**config.mk**
```make
export PLATFORM = sky130hd
export DESIGN_NAME = ecc_sector_scan
export DESIGN_NICKNAME = d
export VERILOG_FILES = /design/src/rtl/ecc_scan_pkg.sv /design/src/rtl/scan_poll_timer.sv /design/src/rtl/scan_accum.sv /design/src/rtl/ecc_sector_scan.sv
export SDC_FILE = /design/constraint.sdc
export NUM_CORES = 1
export LEC_CHECK = 0
export ABC_AREA = 1
export ABC_CLOCK_PERIOD_IN_PS = 2600
export BUFFER_PORTS_ARGS = -buffer_cell sky130_fd_sc_hd__buf_2
export CORE_UTILIZATION = 40
export DETAILED_ROUTE_END_ITERATION = 6
export HOLD_SLACK_MARGIN = 0.12
export MAX_ROUTING_LAYER = met4
export PLACE_DENSITY = 0.67
export SLEW_MARGIN = 20
export SYNTH_ARGS = -nofsm -noshare
export SYNTH_HDL_FRONTEND = slang
export SYNTH_SLANG_ARGS = --single-unit
```
**constraint.sdc**
```tcl
create_clock -name clk -period 2.6 [get_ports clk]
set_input_delay 0.13 -clock clk [delete_from_list [all_inputs] [get_ports clk]]
set_output_delay 0.13 -clock clk [all_outputs]
set_load 0.01 [all_outputs]
```
**src/rtl/ecc_scan_pkg.sv**
```systemverilog
package ecc_scan_pkg;

  localparam int WORD_W    = 64;
  localparam int CNT_W     = 6;
  localparam int DONE_BIT  = 31;
  localparam int CNT_LSB   = 24;
  localparam logic [CNT_W-1:0] FAIL_CODE = 6'h3F;

  typedef enum logic [2:0] {
    S_IDLE,
    S_POLL_REQ,
    S_POLL_CHK,
    S_SCAN_REQ,
    S_SCAN_CHK,
    S_DONE
  } scan_state_e;

  function automatic logic word_complete(input logic [WORD_W-1:0] w);
    return w[DONE_BIT];
  endfunction

  function automatic logic [CNT_W-1:0] word_flips(input logic [WORD_W-1:0] w);
    return w[CNT_LSB +: CNT_W];
  endfunction

  function automatic logic word_failed(input logic [WORD_W-1:0] w);
    return word_flips(w) == FAIL_CODE;
  endfunction

  function automatic logic [15:0] word_user(input logic [WORD_W-1:0] w);
    return w[15:0];
  endfunction

endpackage

```
**src/rtl/scan_poll_timer.sv**
```systemverilog
module scan_poll_timer #(
  parameter int TO_W = 16
) (
  input  logic            clk,
  input  logic            rst_n,
  input  logic            clear,
  input  logic            miss,
  input  logic [TO_W-1:0] limit,
  output logic            expired
);
  logic [TO_W-1:0] misses_q;
  logic [TO_W:0]   next_cnt;

  assign next_cnt = {1'b0, misses_q} + {{TO_W{1'b0}}, 1'b1};
  assign expired  = miss && (next_cnt >= {1'b0, limit});

  always_ff @(posedge clk or negedge rst_n) begin
    if (!rst_n)      misses_q <= '0;
    else if (clear)  misses_q <= '0;
    else if (miss)   misses_q <= next_cnt[TO_W-1:0];
  end
endmodule

```
**src/rtl/scan_accum.sv**
```systemverilog
module scan_accum #(
  parameter int CNT_W = 6,
  parameter int TOT_W = 12
) (
  input  logic             clk,
  input  logic             rst_n,
  input  logic             clear,
  input  logic             add,
  input  logic [CNT_W-1:0] flips,
  output logic [CNT_W-1:0] max_q,
  output logic [TOT_W-1:0] sum_q
);
  always_ff @(posedge clk or negedge rst_n) begin
    if (!rst_n) begin
      max_q <= '0;
      sum_q <= '0;
    end else if (clear) begin
      max_q <= '0;
      sum_q <= '0;
    end else if (add) begin
      if (flips > max_q) max_q <= flips;
      sum_q <= sum_q + {{(TOT_W-CNT_W){1'b0}}, flips};
    end
  end
endmodule

```
**src/rtl/ecc_sector_scan.sv**
```systemverilog
module ecc_sector_scan
  import ecc_scan_pkg::*;
#(
  parameter int MAX_STEPS = 64,
  parameter int TO_W      = 16,
  localparam int ADDR_W   = $clog2(MAX_STEPS),
  localparam int STEP_W   = $clog2(MAX_STEPS + 1),
  localparam int TOT_W    = CNT_W + ADDR_W
) (
  input  logic              clk,
  input  logic              rst_n,
  input  logic              start,
  input  logic              raw_mode,
  input  logic [STEP_W-1:0] num_steps,
  input  logic [TO_W-1:0]   timeout_limit,
  output logic              rd_en,
  output logic [ADDR_W-1:0] rd_addr,
  input  logic [WORD_W-1:0] rd_data,
  output logic              done,
  output logic              timeout,
  output logic              uncorrectable,
  output logic [CNT_W-1:0]  max_flips,
  output logic [TOT_W-1:0]  total_flips,
  output logic              ub_valid,
  output logic [ADDR_W-1:0] ub_index,
  output logic [7:0]        ub_byte0,
  output logic [7:0]        ub_byte1
);

  scan_state_e       state_q;
  logic [ADDR_W-1:0] idx_q;
  logic [ADDR_W-1:0] last_q;
  logic              raw_q;
  logic              unc_q;
  logic              to_q;
  logic [STEP_W-1:0] steps_m1;

  // named internal events
  logic start_acc;
  logic poll_hit;
  logic poll_miss;
  logic poll_expired;
  logic sector_fail;
  logic sector_good;
  logic last_sector;

  assign steps_m1     = num_steps - STEP_W'(1);
  assign start_acc    = start && (state_q == S_IDLE);
  assign poll_hit     = (state_q == S_POLL_CHK) &&  word_complete(rd_data);
  assign poll_miss    = (state_q == S_POLL_CHK) && !word_complete(rd_data);
  assign sector_fail  = (state_q == S_SCAN_CHK) &&  word_failed(rd_data);
  assign sector_good  = (state_q == S_SCAN_CHK) && !word_failed(rd_data);
  assign last_sector  = (idx_q == last_q);

  scan_poll_timer #(.TO_W(TO_W)) u_timer (
    .clk     (clk),
    .rst_n   (rst_n),
    .clear   (start_acc),
    .miss    (poll_miss),
    .limit   (timeout_limit),
    .expired (poll_expired)
  );

  scan_accum #(.CNT_W(CNT_W), .TOT_W(TOT_W)) u_accum (
    .clk   (clk),
    .rst_n (rst_n),
    .clear (start_acc),
    .add   (sector_good),
    .flips (word_flips(rd_data)),
    .max_q (max_flips),
    .sum_q (total_flips)
  );

  always_ff @(posedge clk or negedge rst_n) begin
    if (!rst_n) begin
      state_q <= S_IDLE;
      idx_q   <= '0;
      last_q  <= '0;
      raw_q   <= 1'b0;
      unc_q   <= 1'b0;
      to_q    <= 1'b0;
    end else begin
      case (state_q)
        S_IDLE: if (start) begin
          state_q <= S_POLL_REQ;
          raw_q   <= raw_mode;
          last_q  <= steps_m1[ADDR_W-1:0];
          idx_q   <= '0;
          unc_q   <= 1'b0;
          to_q    <= 1'b0;
        end
        S_POLL_REQ: state_q <= S_POLL_CHK;
        S_POLL_CHK: begin
          if (poll_hit) begin
            state_q <= raw_q ? S_DONE : S_SCAN_REQ;
          end else if (poll_expired) begin
            to_q    <= 1'b1;
            state_q <= S_DONE;
          end else begin
            state_q <= S_POLL_REQ;
          end
        end
        S_SCAN_REQ: state_q <= S_SCAN_CHK;
        S_SCAN_CHK: begin
          if (sector_fail) begin
            unc_q   <= 1'b1;
            state_q <= S_DONE;
          end else if (last_sector) begin
            state_q <= S_DONE;
          end else begin
            idx_q   <= idx_q + ADDR_W'(1);
            state_q <= S_SCAN_REQ;
          end
        end
        default: state_q <= S_IDLE;
      endcase
    end
  end

  assign rd_en         = (state_q == S_POLL_REQ) || (state_q == S_SCAN_REQ);
  assign rd_addr       = (state_q == S_POLL_REQ) ? (raw_q ? '0 : last_q) : idx_q;
  assign done          = (state_q == S_DONE);
  assign timeout       = to_q;
  assign uncorrectable = unc_q;
  assign ub_valid      = sector_good;
  assign ub_index      = idx_q;
  assign ub_byte0      = word_user(rd_data)[7:0];
  assign ub_byte1      = word_user(rd_data)[15:8];

endmodule

```
Yosys cells after proc, flatten, opt, wreduce, memory -nomap -nowiden
Cells that the tools add are included.

Register bits after elaboration: 52. Input port bits: 91.

$add $sub $neg: 4. Order comparisons: 2. Equality and inequality tests: 13. Mux-type cells: 26. Reduce and logical (&&, ||, !) cells: 20.

Operator list (number): 6-bit two-way mux (8); 16-bit two-way mux (2); 12-bit two-way mux (2); 3-bit two-way mux (6); 16-bit by 1-bit adder with 17-bit output, second input constant (1); 17-bit by 16-bit >= comparator with 1-bit output (1); 3-bit case mux with 5 select lines (1); 12-bit by 6-bit adder with 12-bit output (1); 2-bit inequality test, second input constant (6); 6-bit case mux with 2 select lines (1); 2-bit nonzero test (5); 4-bit AND reduction (2); 6-bit by 1-bit adder with 6-bit output, second input constant (1); 3-bit by 2-bit == test with 1-bit output, second input constant (2); 3-bit == test, second input constant (2); 6-bit == test (1); 6-bit == test, second input constant (1); 6-bit > comparator (1); 1-bit logical AND (6); 6-bit by 1-bit subtractor with 6-bit output, second input constant (1); 1-bit two-way mux (4); 1-bit case mux with 2 select lines (2); 2-bit AND reduction (2); 3-bit by 1-bit == test with 1-bit output, second input constant (1); other kinds (4) (5).

Depth between registers and ports, before layout
Word-level depth: 6. Depth in mapped cells: 21.

Cells and area by module
Synthesis repeated with hierarchy kept, for this count alone.

Cells, all modules: 569. Area, all modules: 4065.1 um2.

By module, submodules not included: scan_poll_timer (instances 1, cells each 213, area an instance 1466.4 um2, seq. area each 400.4 um2); ecc_sector_scan (instances 1, cells each 191, area an instance 1333.8 um2, seq. area each 450.4 um2); scan_accum (instances 1, cells each 165, area an instance 1265.0 um2, seq. area each 450.4 um2).

Least setup slack after synthesis
Ideal clock, no wire load.

Kind: register -> register. Start point: register u_timer.misses_q[2]. End point: register to_q (netlist: timeout). Arrival time: 2206 ps. Required time: 2482 ps. Path slack: 276 ps. Stages on the path, launching flop included: 21. Buffers on the path: 0. Period minus slack after synthesis: 2324 ps. Cell sequence: dfrtp_1 inv_1 nor3_4 nand2_2 nor2_2 nand3_1 xor2_1 inv_1 ha_1 nand2_1 nor2_1 and2_1 nand2_1 nand2_1 nand2_1 nand2_1 nand2_1 nand2_1 nand2_1 nand2_1 nand2_1.

Word-level cells in the longest chain between the ends: 5.

RTL lines: start, declared (RTL line scan_poll_timer.sv:11) `logic [TO_W-1:0] misses_q;`; start signal, assigned (RTL line scan_poll_timer.sv:20) `else if (miss) misses_q <= next_cnt[TO_W-1:0];`; 16-bit by 1-bit adder with 17-bit output (RTL line scan_poll_timer.sv:14) `assign next_cnt = {1'b0, misses_q} + {{TO_W{1'b0}}, 1'b1};`; 17-bit by 16-bit >= comparator with 1-bit output (RTL line scan_poll_timer.sv:15) `assign expired = miss && (next_cnt >= {1'b0, limit});`; 1-bit logical AND (RTL line scan_poll_timer.sv:15); 2-bit inequality test (no line); 4-bit AND reduction (no line); end signal, assigned (RTL line ecc_sector_scan.sv:81) `to_q <= 1'b0;`; end signal, assigned (RTL line ecc_sector_scan.sv:90) `to_q <= 1'b0;`; end signal, assigned (RTL line ecc_sector_scan.sv:97) `to_q <= 1'b1;`; end, declared (RTL line ecc_sector_scan.sv:35) `logic to_q;`.

No other way between the ends. A chain may end at the register's enable or synchronous reset.

Final worst setup path
Start point: register u_timer.misses_q[0]. End point: register to_q (netlist: timeout).

The elaborated chain is that of the path after synthesis.

==> metrics.cfg <==
[floorplan]
dieArea_um2=9760
io-pin-count=142
die_w_um=98.8
coreArea_um2=8890
fp.dieH_um=98.8
start_util=0.421
rows=34

[clock_tree]
clkTransAtPathRegs_ps=90
cts_num_sinks=52
clock_latency_ps=300
cts_tree=done
clk_path_buf_depth=2
numCtsBuffers=5
clock-root-buffer=clkbuf_8
htree_levels=2

[synthesis]
muxShareOfSynthArea=0
synth_compound_gate_area_share=0.118
yosysMostFrequentCell=nand2_1
yosys.area.top_type_share=0.347
synthAdderAreaFrac=0.109
synth_nets=608
synth_top_flop_cell=dfrtp_1
netlist_instances=485
synth_edf_count=0
synthTopCellsByCount=nand2_1 (96), inv_1 (76), dfrtp_1 (52)
synth_xor_xnor_area_share=0.0585
synth_simple_gate_area_share=0.245
synth_area_leaders=dfrtp_1 (35%), ha_1 (10%), nand2_1 (9.6%), inv_1 (7.6%), o21ai_0 (5.2%)
yosysWarnings=0
synth_area_um2=3750
synthArstFlopShare=1.00
ys_seq_elements=52
ys_seq_area_frac=0.347
synth_top_family_by_area=simple AND/OR/NAND/NOR gates
synth_top_area_cell=dfrtp_1
ys_types=39
postSynthAreaPerCell_um2=7.72

[placed_design]
placed_cell_area_um2=4120
portBuffers=67
hpwl_mm=6.20
dpl.cell_count=645
post-place-ws_ps=-39.2
gp_congestion=0.900

[route]
routedWlPerCell_um=12.2
antenna_left=0
avgViaCountPerCell=4.98
dr.pass1.iters=4
drc=0
drt_wl_total_mm=8.06
drt-initial-drc-count=127
vias=3294

[timing]
fin_ws_ps=133
clock-skew-final_ps=7.10
maxSlewViolCount=0
period_share=0.949
rsz0062_at_grt=yes
setup_viol=0
hold_violations=0
worst_pin_slew_ps=640
period_needed_ps=2470
holdWs_ps=138
slew-limit-headroom=0.573
clock.fmax_ghz=0.405

[final_layout]
drive_gt1_frac=0.220
final_area_um2=4370
antenna_cells=0
nets=676
syn_to_final_growth_pct=16.5
final_cells=662

[grt]
track_usage=0.184
antenna_found_initial=0
overflow=0
grt_pass1_wl_mm=14.2
grt_pass1_vias=3240
grt_max_degree=38

[worst_setup_path]
required_ps=2800
crit_fanout=3
end_kind=flop
crit_type=flop to flop
worstPathArrival_ps=2670
start_kind=flop

[job]
timing.max_cap.violations=0

[power]
p_leak_nw=2.35
p_total_mw=2.88
peakVddDrop_mv=0.296
power.density_nw_per_um2=659

[run_status]
status=complete, no violations

[worst_hold_path]
hp-class=input port to flop

logic make-up after synthesis:
| kind of cell | after synthesis |
|---|---|
| DFF | 52 |
| AOI/OAI and AO/OA | 81 |
| and+or+nand+nor | 193 |
| adders and majority gates | 32 |
| xor gates and xnor gates | 25 |
| buffers and inverters | 102 |
placed cells by master, fill, tap and decap left out, types with 12 or more instances in the layout:
cell type,instances
nand2_1,92
nand3_1,37
a21oi_1,20
xor2_1,17
inv_1,75
buf_2,67
dfrtp_1,52
nor2_1,22
o21ai_0,38
ha_1,30
buf_4,12
per-layer routing:
metal	GRT usage	vias to the layer above	wire (um)
li1	-	1700	-
met2	0.313	94	3840
met4	0.0494	0	75
met3	0.0305	9	405
met1	0.228	1491	3740
met5	-	-	0
what timing repair did:
action	CTS	global route
pin swaps	0	7
setup endpoints to repair	2	2
hold buffers	5	0
setup buffers	3	1
gates resized for setup	1	18
hold endpoints to repair	19	0
sequential cells by signal, indices dropped and copies added, names as in the netlist:
signal	count
last_q	6
ub_index	6
timeout	1
u_timer.misses_q	16
u_accum.sum_q	12
state_q	3
raw_q	1
uncorrectable	1
u_accum.max_q	6
power by group:
part | internal (mW) | switching [mW]
clock | 0.213 | 0.263
sequential | 0.975 | 0.140
combinational | 0.475 | 0.811
path summary, 6_finish.rpt:
check	start	depth (start not counted)	slack, ps	end
worst max-delay path	u_timer.misses_q[0]	21	130	timeout
worst min register to register	timeout	2	480	timeout
worst max register to register	u_timer.misses_q[0]	21	130	timeout
worst min-delay path	rd_data[28]	3	140	u_accum.max_q[4]
max in group asynchronous	rst_n	3	1490	raw_q
min in group asynchronous	rst_n	2	280	u_accum.sum_q[8]
area by class of cell:
class / count / area, um^2
repair buffers: 84 / 475
clock inverters: 2 / 10.0
inverters: 79 / 297
clock buffers: 6 / 82.6
multi-input cells: 331 / 2060
fillers: 865 / 4530
flip-flops and latches: 52 / 1300
well taps: 108 / 135
stage by stage:
stage | utilization | TNS (ps)
3_5_place_dp | 0.463 | -39.2
2_1_floorplan | - | 0
6_report | 0.491 | 0
5_1_grt | 0.491 | -147
3_3_place_gp | 0.463 | 0
4_1_cts | 0.482 | 0
critical path, stage by stage (launching register included):
cell and delay [ps]:
dfrtp_1 390, ha_2 200, nand2_2 60, nor2_4 140
nand2_2 80, inv_2 70, nand3_2 80, xor2_2 150
inv_1 60, ha_1 290, nand2_1 60, nor2_2 130
and2_1 130, nand2_1 50, nand2_1 60, nand2_1 50
nand2_1 90, nand2_2 70, nand2_1 70, nand2_1 40
nand2_1 50, nand2_1 40
No activity file was read; power rests on OpenSTA's default activity.
